<file path="src/rtl/mdq_pkg.sv">
package mdq_pkg;
  localparam int unsigned MDQ_DEPTH  = 8;
  localparam int unsigned MDQ_ADDR_W = 32;
endpackage

</file>
<file path="src/rtl/mdq_cam.sv">
module mdq_cam #(
  parameter int unsigned DEPTH = 8,
  parameter int unsigned AW    = 32
) (
  input  logic [AW-1:0]             addr_i,
  input  logic [DEPTH-1:0]          slot_vld_i,
  input  logic [DEPTH-1:0][AW-1:0]  slot_addr_i,
  output logic [DEPTH-1:0]          hit_o
);
  for (genvar g = 0; g < DEPTH; g++) begin : g_cmp
    assign hit_o[g] = slot_vld_i[g] && (slot_addr_i[g] == addr_i);
  end
endmodule

</file>
<file path="src/rtl/mdq_fifo.sv">
module mdq_fifo #(
  parameter int unsigned DEPTH = 8,
  parameter int unsigned AW    = 32,
  parameter int unsigned DW    = 8,
  localparam int unsigned IW   = $clog2(DEPTH),
  localparam int unsigned CW   = $clog2(DEPTH + 1)
) (
  input  logic                      clk_i,
  input  logic                      rst_ni,
  input  logic                      flush_i,
  input  logic                      push_i,
  input  logic [AW-1:0]             push_addr_i,
  input  logic [DW-1:0]             push_dep_i,
  input  logic                      pop_i,
  input  logic [DW-1:0]             dep_clr_i,
  output logic                      full_o,
  output logic                      empty_o,
  output logic [IW-1:0]             wr_idx_o,
  output logic [IW-1:0]             rd_idx_o,
  output logic [AW-1:0]             head_addr_o,
  output logic [DW-1:0]             head_dep_o,
  output logic [DEPTH-1:0]          slot_vld_o,
  output logic [DEPTH-1:0][AW-1:0]  slot_addr_o
);
  logic [IW-1:0]            wr_ptr, rd_ptr;
  logic [CW-1:0]            count;
  logic [DEPTH-1:0][DW-1:0] dep_q;

  assign full_o      = (count == CW'(DEPTH));
  assign empty_o     = (count == '0);
  assign wr_idx_o    = wr_ptr;
  assign rd_idx_o    = rd_ptr;
  assign head_addr_o = slot_addr_o[rd_ptr];
  assign head_dep_o  = dep_q[rd_ptr];

  always_ff @(posedge clk_i or negedge rst_ni) begin
    if (!rst_ni) begin
      wr_ptr <= '0;
      rd_ptr <= '0;
      count  <= '0;
    end else if (flush_i) begin
      wr_ptr <= '0;
      rd_ptr <= '0;
      count  <= '0;
    end else begin
      if (push_i) wr_ptr <= (wr_ptr == IW'(DEPTH - 1)) ? '0 : wr_ptr + 1'b1;
      if (pop_i)  rd_ptr <= (rd_ptr == IW'(DEPTH - 1)) ? '0 : rd_ptr + 1'b1;
      if (push_i && !pop_i)      count <= count + 1'b1;
      else if (!push_i && pop_i) count <= count - 1'b1;
    end
  end

  // per-slot storage; dependency bits only ever clear after capture
  for (genvar g = 0; g < DEPTH; g++) begin : g_slot
    always_ff @(posedge clk_i or negedge rst_ni) begin
      if (!rst_ni) begin
        slot_vld_o[g]  <= 1'b0;
        slot_addr_o[g] <= '0;
        dep_q[g]       <= '0;
      end else if (flush_i) begin
        slot_vld_o[g] <= 1'b0;
        dep_q[g]      <= '0;
      end else if (push_i && (wr_ptr == IW'(g))) begin
        slot_vld_o[g]  <= 1'b1;
        slot_addr_o[g] <= push_addr_i;
        dep_q[g]       <= push_dep_i;
      end else begin
        dep_q[g] <= dep_q[g] & ~dep_clr_i;
        if (pop_i && (rd_ptr == IW'(g))) slot_vld_o[g] <= 1'b0;
      end
    end
  end

  assert_push_not_full_R3: assert property (@(posedge clk_i) disable iff (!rst_ni)
    push_i |-> !full_o);
  assert_pop_not_empty_R2: assert property (@(posedge clk_i) disable iff (!rst_ni)
    pop_i |-> !empty_o);
  assert_count_matches_slots_R3: assert property (@(posedge clk_i) disable iff (!rst_ni)
    $countones(slot_vld_o) == int'(count));
endmodule

</file>
<file path="src/rtl/mem_order_queue.sv">
module mem_order_queue
  import mdq_pkg::*;
#(
  parameter int unsigned DEPTH = MDQ_DEPTH,
  parameter int unsigned AW    = MDQ_ADDR_W,
  localparam int unsigned IW   = $clog2(DEPTH)
) (
  input  logic          clk_i,
  input  logic          rst_ni,
  input  logic          flush_i,
  input  logic          ld_valid_i,
  input  logic [AW-1:0] ld_addr_i,
  output logic          ld_ready_o,
  output logic          ld_hazard_o,
  input  logic          st_valid_i,
  input  logic [AW-1:0] st_addr_i,
  output logic          st_ready_o,
  output logic          st_hazard_o,
  output logic          ld_issue_valid_o,
  output logic [AW-1:0] ld_issue_addr_o,
  input  logic          ld_issue_ready_i,
  output logic          ld_stall_o,
  output logic          st_commit_valid_o,
  output logic [AW-1:0] st_commit_addr_o,
  input  logic          st_commit_ready_i
);
  logic ld_full, ld_empty, st_full, st_empty;
  logic ld_push, st_push, ld_pop, st_pop;
  logic [IW-1:0] ld_wr_idx, ld_rd_idx, st_wr_idx, st_rd_idx;
  logic [DEPTH-1:0] ld_head_dep, st_head_dep;
  logic [DEPTH-1:0] ld_slot_vld, st_slot_vld;
  logic [DEPTH-1:0][AW-1:0] ld_slot_addr, st_slot_addr;
  logic [DEPTH-1:0] ld_vs_st_hit, st_vs_ld_hit;
  logic [DEPTH-1:0] ld_pop_oh, st_pop_oh, tie_oh;
  logic [DEPTH-1:0] ld_dep_new, st_dep_new;

  assign ld_ready_o = !ld_full;
  assign st_ready_o = !st_full;
  assign ld_push    = ld_valid_i && !ld_full && !flush_i;
  assign st_push    = st_valid_i && !st_full && !flush_i;

  assign ld_issue_valid_o  = !ld_empty && (ld_head_dep == '0);
  assign ld_stall_o        = !ld_empty && (ld_head_dep != '0);
  assign st_commit_valid_o = !st_empty && (st_head_dep == '0);
  assign ld_pop = ld_issue_valid_o && ld_issue_ready_i && !flush_i;
  assign st_pop = st_commit_valid_o && st_commit_ready_i && !flush_i;

  assign ld_pop_oh = ld_pop ? (DEPTH'(1) << ld_rd_idx) : '0;
  assign st_pop_oh = st_pop ? (DEPTH'(1) << st_rd_idx) : '0;
  // same-cycle tie: load is older, so the store depends on the incoming load
  assign tie_oh = (ld_push && st_push && (ld_addr_i == st_addr_i)) ?
                  (DEPTH'(1) << ld_wr_idx) : '0;

  // departing entries are already resolved and are excluded
  assign ld_dep_new  = ld_vs_st_hit & ~st_pop_oh;
  assign st_dep_new  = (st_vs_ld_hit & ~ld_pop_oh) | tie_oh;
  assign ld_hazard_o = ld_push && (ld_dep_new != '0);
  assign st_hazard_o = st_push && (st_dep_new != '0);

  mdq_cam #(.DEPTH(DEPTH), .AW(AW)) u_ld_cam (
    .addr_i(ld_addr_i), .slot_vld_i(st_slot_vld), .slot_addr_i(st_slot_addr),
    .hit_o(ld_vs_st_hit)
  );

  mdq_cam #(.DEPTH(DEPTH), .AW(AW)) u_st_cam (
    .addr_i(st_addr_i), .slot_vld_i(ld_slot_vld), .slot_addr_i(ld_slot_addr),
    .hit_o(st_vs_ld_hit)
  );

  mdq_fifo #(.DEPTH(DEPTH), .AW(AW), .DW(DEPTH)) u_ld_q (
    .clk_i, .rst_ni, .flush_i,
    .push_i(ld_push), .push_addr_i(ld_addr_i), .push_dep_i(ld_dep_new),
    .pop_i(ld_pop), .dep_clr_i(st_pop_oh),
    .full_o(ld_full), .empty_o(ld_empty),
    .wr_idx_o(ld_wr_idx), .rd_idx_o(ld_rd_idx),
    .head_addr_o(ld_issue_addr_o), .head_dep_o(ld_head_dep),
    .slot_vld_o(ld_slot_vld), .slot_addr_o(ld_slot_addr)
  );

  mdq_fifo #(.DEPTH(DEPTH), .AW(AW), .DW(DEPTH)) u_st_q (
    .clk_i, .rst_ni, .flush_i,
    .push_i(st_push), .push_addr_i(st_addr_i), .push_dep_i(st_dep_new),
    .pop_i(st_pop), .dep_clr_i(ld_pop_oh),
    .full_o(st_full), .empty_o(st_empty),
    .wr_idx_o(st_wr_idx), .rd_idx_o(st_rd_idx),
    .head_addr_o(st_commit_addr_o), .head_dep_o(st_head_dep),
    .slot_vld_o(st_slot_vld), .slot_addr_o(st_slot_addr)
  );

  assert_flush_empties_R9: assert property (@(posedge clk_i) disable iff (!rst_ni)
    flush_i |=> (!ld_issue_valid_o && !st_commit_valid_o && ld_ready_o && st_ready_o));
  assert_ld_head_hold_R2: assert property (@(posedge clk_i) disable iff (!rst_ni)
    (ld_issue_valid_o && !ld_issue_ready_i && !flush_i) |=>
      (ld_issue_valid_o && $stable(ld_issue_addr_o)));
  assert_st_head_hold_R8: assert property (@(posedge clk_i) disable iff (!rst_ni)
    (st_commit_valid_o && !st_commit_ready_i && !flush_i) |=>
      (st_commit_valid_o && $stable(st_commit_addr_o)));
  assert_ld_hazard_needs_store_R4: assert property (@(posedge clk_i) disable iff (!rst_ni)
    ld_hazard_o |-> !st_empty);
  assert_st_hazard_needs_load_R5: assert property (@(posedge clk_i) disable iff (!rst_ni)
    st_hazard_o |-> (!ld_empty || ld_push));
  assert_tie_store_waits_R7: assert property (@(posedge clk_i) disable iff (!rst_ni)
    (ld_push && st_push && (ld_addr_i == st_addr_i)) |-> (st_hazard_o && !ld_hazard_o));
endmodule

</file>
<file path="config.mk">
export PLATFORM = sky130hd
export DESIGN_NAME = mem_order_queue
export DESIGN_NICKNAME = d
export VERILOG_FILES = /design/src/rtl/mdq_pkg.sv /design/src/rtl/mdq_cam.sv /design/src/rtl/mdq_fifo.sv /design/src/rtl/mem_order_queue.sv
export SDC_FILE = /design/constraint.sdc
export NUM_CORES = 2
export LEC_CHECK = 0
export BUFFER_PORTS_ARGS = -buffer_cell sky130_fd_sc_hd__buf_2
export CORE_ASPECT_RATIO = 0.9
export CORE_MARGIN = 10
export CORE_UTILIZATION = 30
export CTS_BUF_LIST = sky130_fd_sc_hd__clkbuf_16
export CTS_CLUSTER_DIAMETER = 50
export DETAILED_ROUTE_END_ITERATION = 10
export GPL_ROUTABILITY_DRIVEN = 0
export PLACE_DENSITY = 0.46
export SYNTH_ARGS = -nofsm -noshare
export SYNTH_HDL_FRONTEND = slang
export SYNTH_SLANG_ARGS = --single-unit
</file>
<file path="constraint.sdc">
create_clock -name clk_i -period 6.7 [get_ports clk_i]
set_clock_uncertainty 0.05 [all_clocks]
set_input_delay 1.34 -clock clk_i [delete_from_list [all_inputs] [get_ports clk_i]]
set_output_delay 1.34 -clock clk_i [all_outputs]
set_load 0.01 [all_outputs]
</file>
==> results.json <==
{
  "status": "complete, no violations",
  "placementRows": 123,
  "critPathRequiredTime_ns": 5.31,
  "grt_pass1_vias": 30900,
  "vdd_drop_max_mv": 0.240,
  "worstHoldEndpoint": "u_ld_q.slot_vld_o[6]$_DFFE_PN0P_",
  "antenna_found_initial": 9,
  "switching_share": 0.377,
  "ys_top_cells_by_area": "dfrtp_1 45%, nand2_1 16%, xor2_1 7.7%",
  "r2r_cells": 13,
  "cts_tree": "done",
  "critPathKind": "in -> out",
  "hold_path_depth": 2,
  "grt_start_max_net_pins": 167,
  "die_h_um": 357,
  "path_max_fanout": 17,
  "worstSkewPairLatency_ns": 0.71,
  "syn_avg_cell_area_um2": 9.20,
  "die_area_um2": 141000,
  "p_per_area_nw_per_um2": 372,
  "first_pass_iters": 5,
  "critPathBufInv": 3,
  "syn-num-nets": 4217,
  "p_clk_frac": 0.351,
  "cp_slowest_cell": "or4_4",
  "synthCells": 4116,
  "drtIter0Drc": 3798,
  "drc": 0,
  "fin_nets": 4249,
  "io_buffers": 141,
  "hold_start": "u_ld_q.slot_vld_o[6]$_DFFE_PN0P_",
  "cts-resized-gates": 0,
  "dp_hpwl_um": 119000,
  "num_vias": 31900,
  "r2r_end": "u_st_q.count[3]$_DFFE_PN0P_",
  "grt_pass1_wl_um": 243000,
  "yosysTopAreaCellShare": 0.447,
  "via_per_inst": 5.39,
  "gr-usage-all-layers": 0.236,
  "reg2reg_slack_ns": 2.53,
  "ys_types": 76,
  "timing.fmax_mhz": 164,
  "timing.final.crit_share": 0.909,
  "worstSetupEndpointType": "output pin",
  "yosys.area.top_type": "dfrtp_1",
  "clk_path_buf_depth": 3,
  "synthArstFlopShare": 1.00,
  "synth-main-ff-cell": "dfrtp_1",
  "areaGrowthSynthToFinish_pct": 16.1,
  "gr-total-overflow": 0,
  "cts-htree-levels": 3,
  "rsz0062_at_grt": "false",
  "synth_seq_cells": 676,
  "pwr-share-comb": 0.290,
  "ys_warn_count": 0,
  "hold_viol_final": 0,
  "cp_top_family": "simple AND/OR/NAND/NOR gates",
  "cpPeakStageDelay_ns": 0.64,
  "maxSlewViolCount": 0,
  "syn_area_um2": 37900,
  "core-area_um2": 125000,
  "critPathLaunchType": "primary input",
  "ios": 142,
  "synth_common_cells": "1565 x nand2_1, 676 x dfrtp_1, 333 x xor2_1",
  "synth-edff-count": 0,
  "synth_most_common_cell": "nand2_1",
  "drive_gt1_frac": 0.167,
  "tns_ns": 0,
  "setup_ws_ns": 0.611,
  "dp_slack_ns": 0.609,
  "finalWirelength_um": 172000,
  "clkSinkCount": 676,
  "post-cts-setup-buffer-count": 0,
  "tightestPinTransition_ns": 1.24,
  "initial_core_util": 0.303,
  "slew_headroom": 0.169,
  "internal_power_mw": 10.2,
  "hold_buffers": 0,
  "timing.rr.start": "u_st_q.rd_idx_o[0]$_DFFE_PN0P_",
  "cts_buffers": 105,
  "hp-class": "reg -> reg",
  "timing.hold.ws_ns": 0.431,
  "total_power_mw": 16.4,
  "die_w_um": 395,
  "cp_cell_sequence": "buf_2 -> xor2_1 -> nor4_1 -> nand4_1 -> or4_4 -> o22ai_4 -> nor4_1 -> a21boi_1 -> buf_4 -> buf_2",
  "period_minus_slack_ns": 6.09,
  "power.leakage_nw": 20.8,
  "cts_root_buf": "clkbuf_16",
  "clkTransAtPathRegs_ns": 0.06,
  "seqPwrFrac": 0.359,
  "wl_per_cell_um": 29.0,
  "power_switching_mw": 6.17,
  "ant_nets": 0,
  "synth_seq_area_share": 0.447,
  "finalSetupViolCount": 0,
  "crit_arrival_ns": 4.70,
  "cap_violations": 0
}
tightest hold or removal path: stages (launching register included):
cell and delay, ns:
dfrtp_1 0.34, nand2_1 0.05, nand2_1 0.06
state kept, by name (all words and copies together), names as in the netlist, 4 cells and up:
register            count
u_ld_q.slot_addr_o    256
u_st_q.slot_addr_o    256
u_ld_q.dep_q           64
u_st_q.dep_q           64
u_ld_q.slot_vld_o       8
u_st_q.slot_vld_o       8
u_ld_q.count            4
u_st_q.count            4
worst max-delay path by stage:
stage          slack [ns]  cells past startpoint     endpoint          start
2_1_floorplan        1.98                      9  st_hazard_o  st_addr_i[22]
3_3_place_gp         0.58                     10  ld_hazard_o  ld_addr_i[31]
3_5_place_dp         0.61                     10  ld_hazard_o  ld_addr_i[31]
4_1_cts              0.60                     10  ld_hazard_o  ld_addr_i[31]
5_1_grt              0.56                     10  st_hazard_o  ld_addr_i[31]
6_report             0.61                     10  st_hazard_o  st_addr_i[30]
cells by family after synthesis:
| family | share of synthesized area |
|---|---|
| flip-flops | 0.447 |
| AND/OR/NAND/NOR | 0.236 |
| adder cells (fa/ha/maj) | 0.0103 |
| XOR/XNOR | 0.126 |
| AO/OA/AOI/OAI | 0.0369 |
| multiplexers | 0.105 |
| buffers and inverters | 0.0387 |
metal layers:
layer  part of all wire  GRT usage  vias to the layer above  wire, um
met2               0.43      0.353                     1572     74300
li1                   -          -                    13700         -
met3              0.081     0.0440                      316     14000
met1               0.43      0.329                    16300     74300
met4              0.052      0.109                        4      8950
met5            0.00015          0                        -        25
through the flow:
stage,cell area [um2],util,instances
final,44000,0.351,5923
after global routing,44000,0.351,5922
after CTS,44000,0.351,5921
after detailed placement,40300,0.322,5728
after global placement,40300,0.322,5728
after floorplan,37900,-,4116
power by group through the flow:
stage	Clock [mW]	Combinational (mW)	Sequential (mW)
2_1_floorplan	0	2.98	5.44
3_3_place_gp	0	4.70	5.92
3_5_place_dp	0	4.72	5.92
4_1_cts	5.81	4.74	5.85
5_1_grt	5.99	5.07	5.97
6_report	5.74	4.74	5.88
placed cells by master, fill, tap and decap left out, types with 25 or more instances in the layout:
cell,synthesis,routed
nand2_1,1565,1556
dfrtp_1,676,671
xor2_1,333,333
xnor2_1,208,208
buf_2,85,139
mux4_2,129,129
a21oi_1,113,113
nor4_1,109,106
clkbuf_16,0,106
nand3_1,109,105
buf_4,1,96
mux2_2,87,87
nand4_1,66,66
nor2_1,63,60
o21ai_0,47,47
inv_1,35,40
nand3b_1,36,36
nor3_1,32,31
ha_1,28,28
nor3b_1,25,25
area by class of cell:
type / instances / area (um2)
Multi-Input combinational cell: 3083 / 19600
Inverter: 42 / 158
Clock inverter: 87 / 977
Sequential cell: 676 / 16900
Timing Repair Buffer: 240 / 1510
Tap cell: 1687 / 2110
Clock buffer: 106 / 2650
Antenna cell: 2 / 5.00
Fill cell: 12800 / 81100
Power figures use the tool's default switching activity.
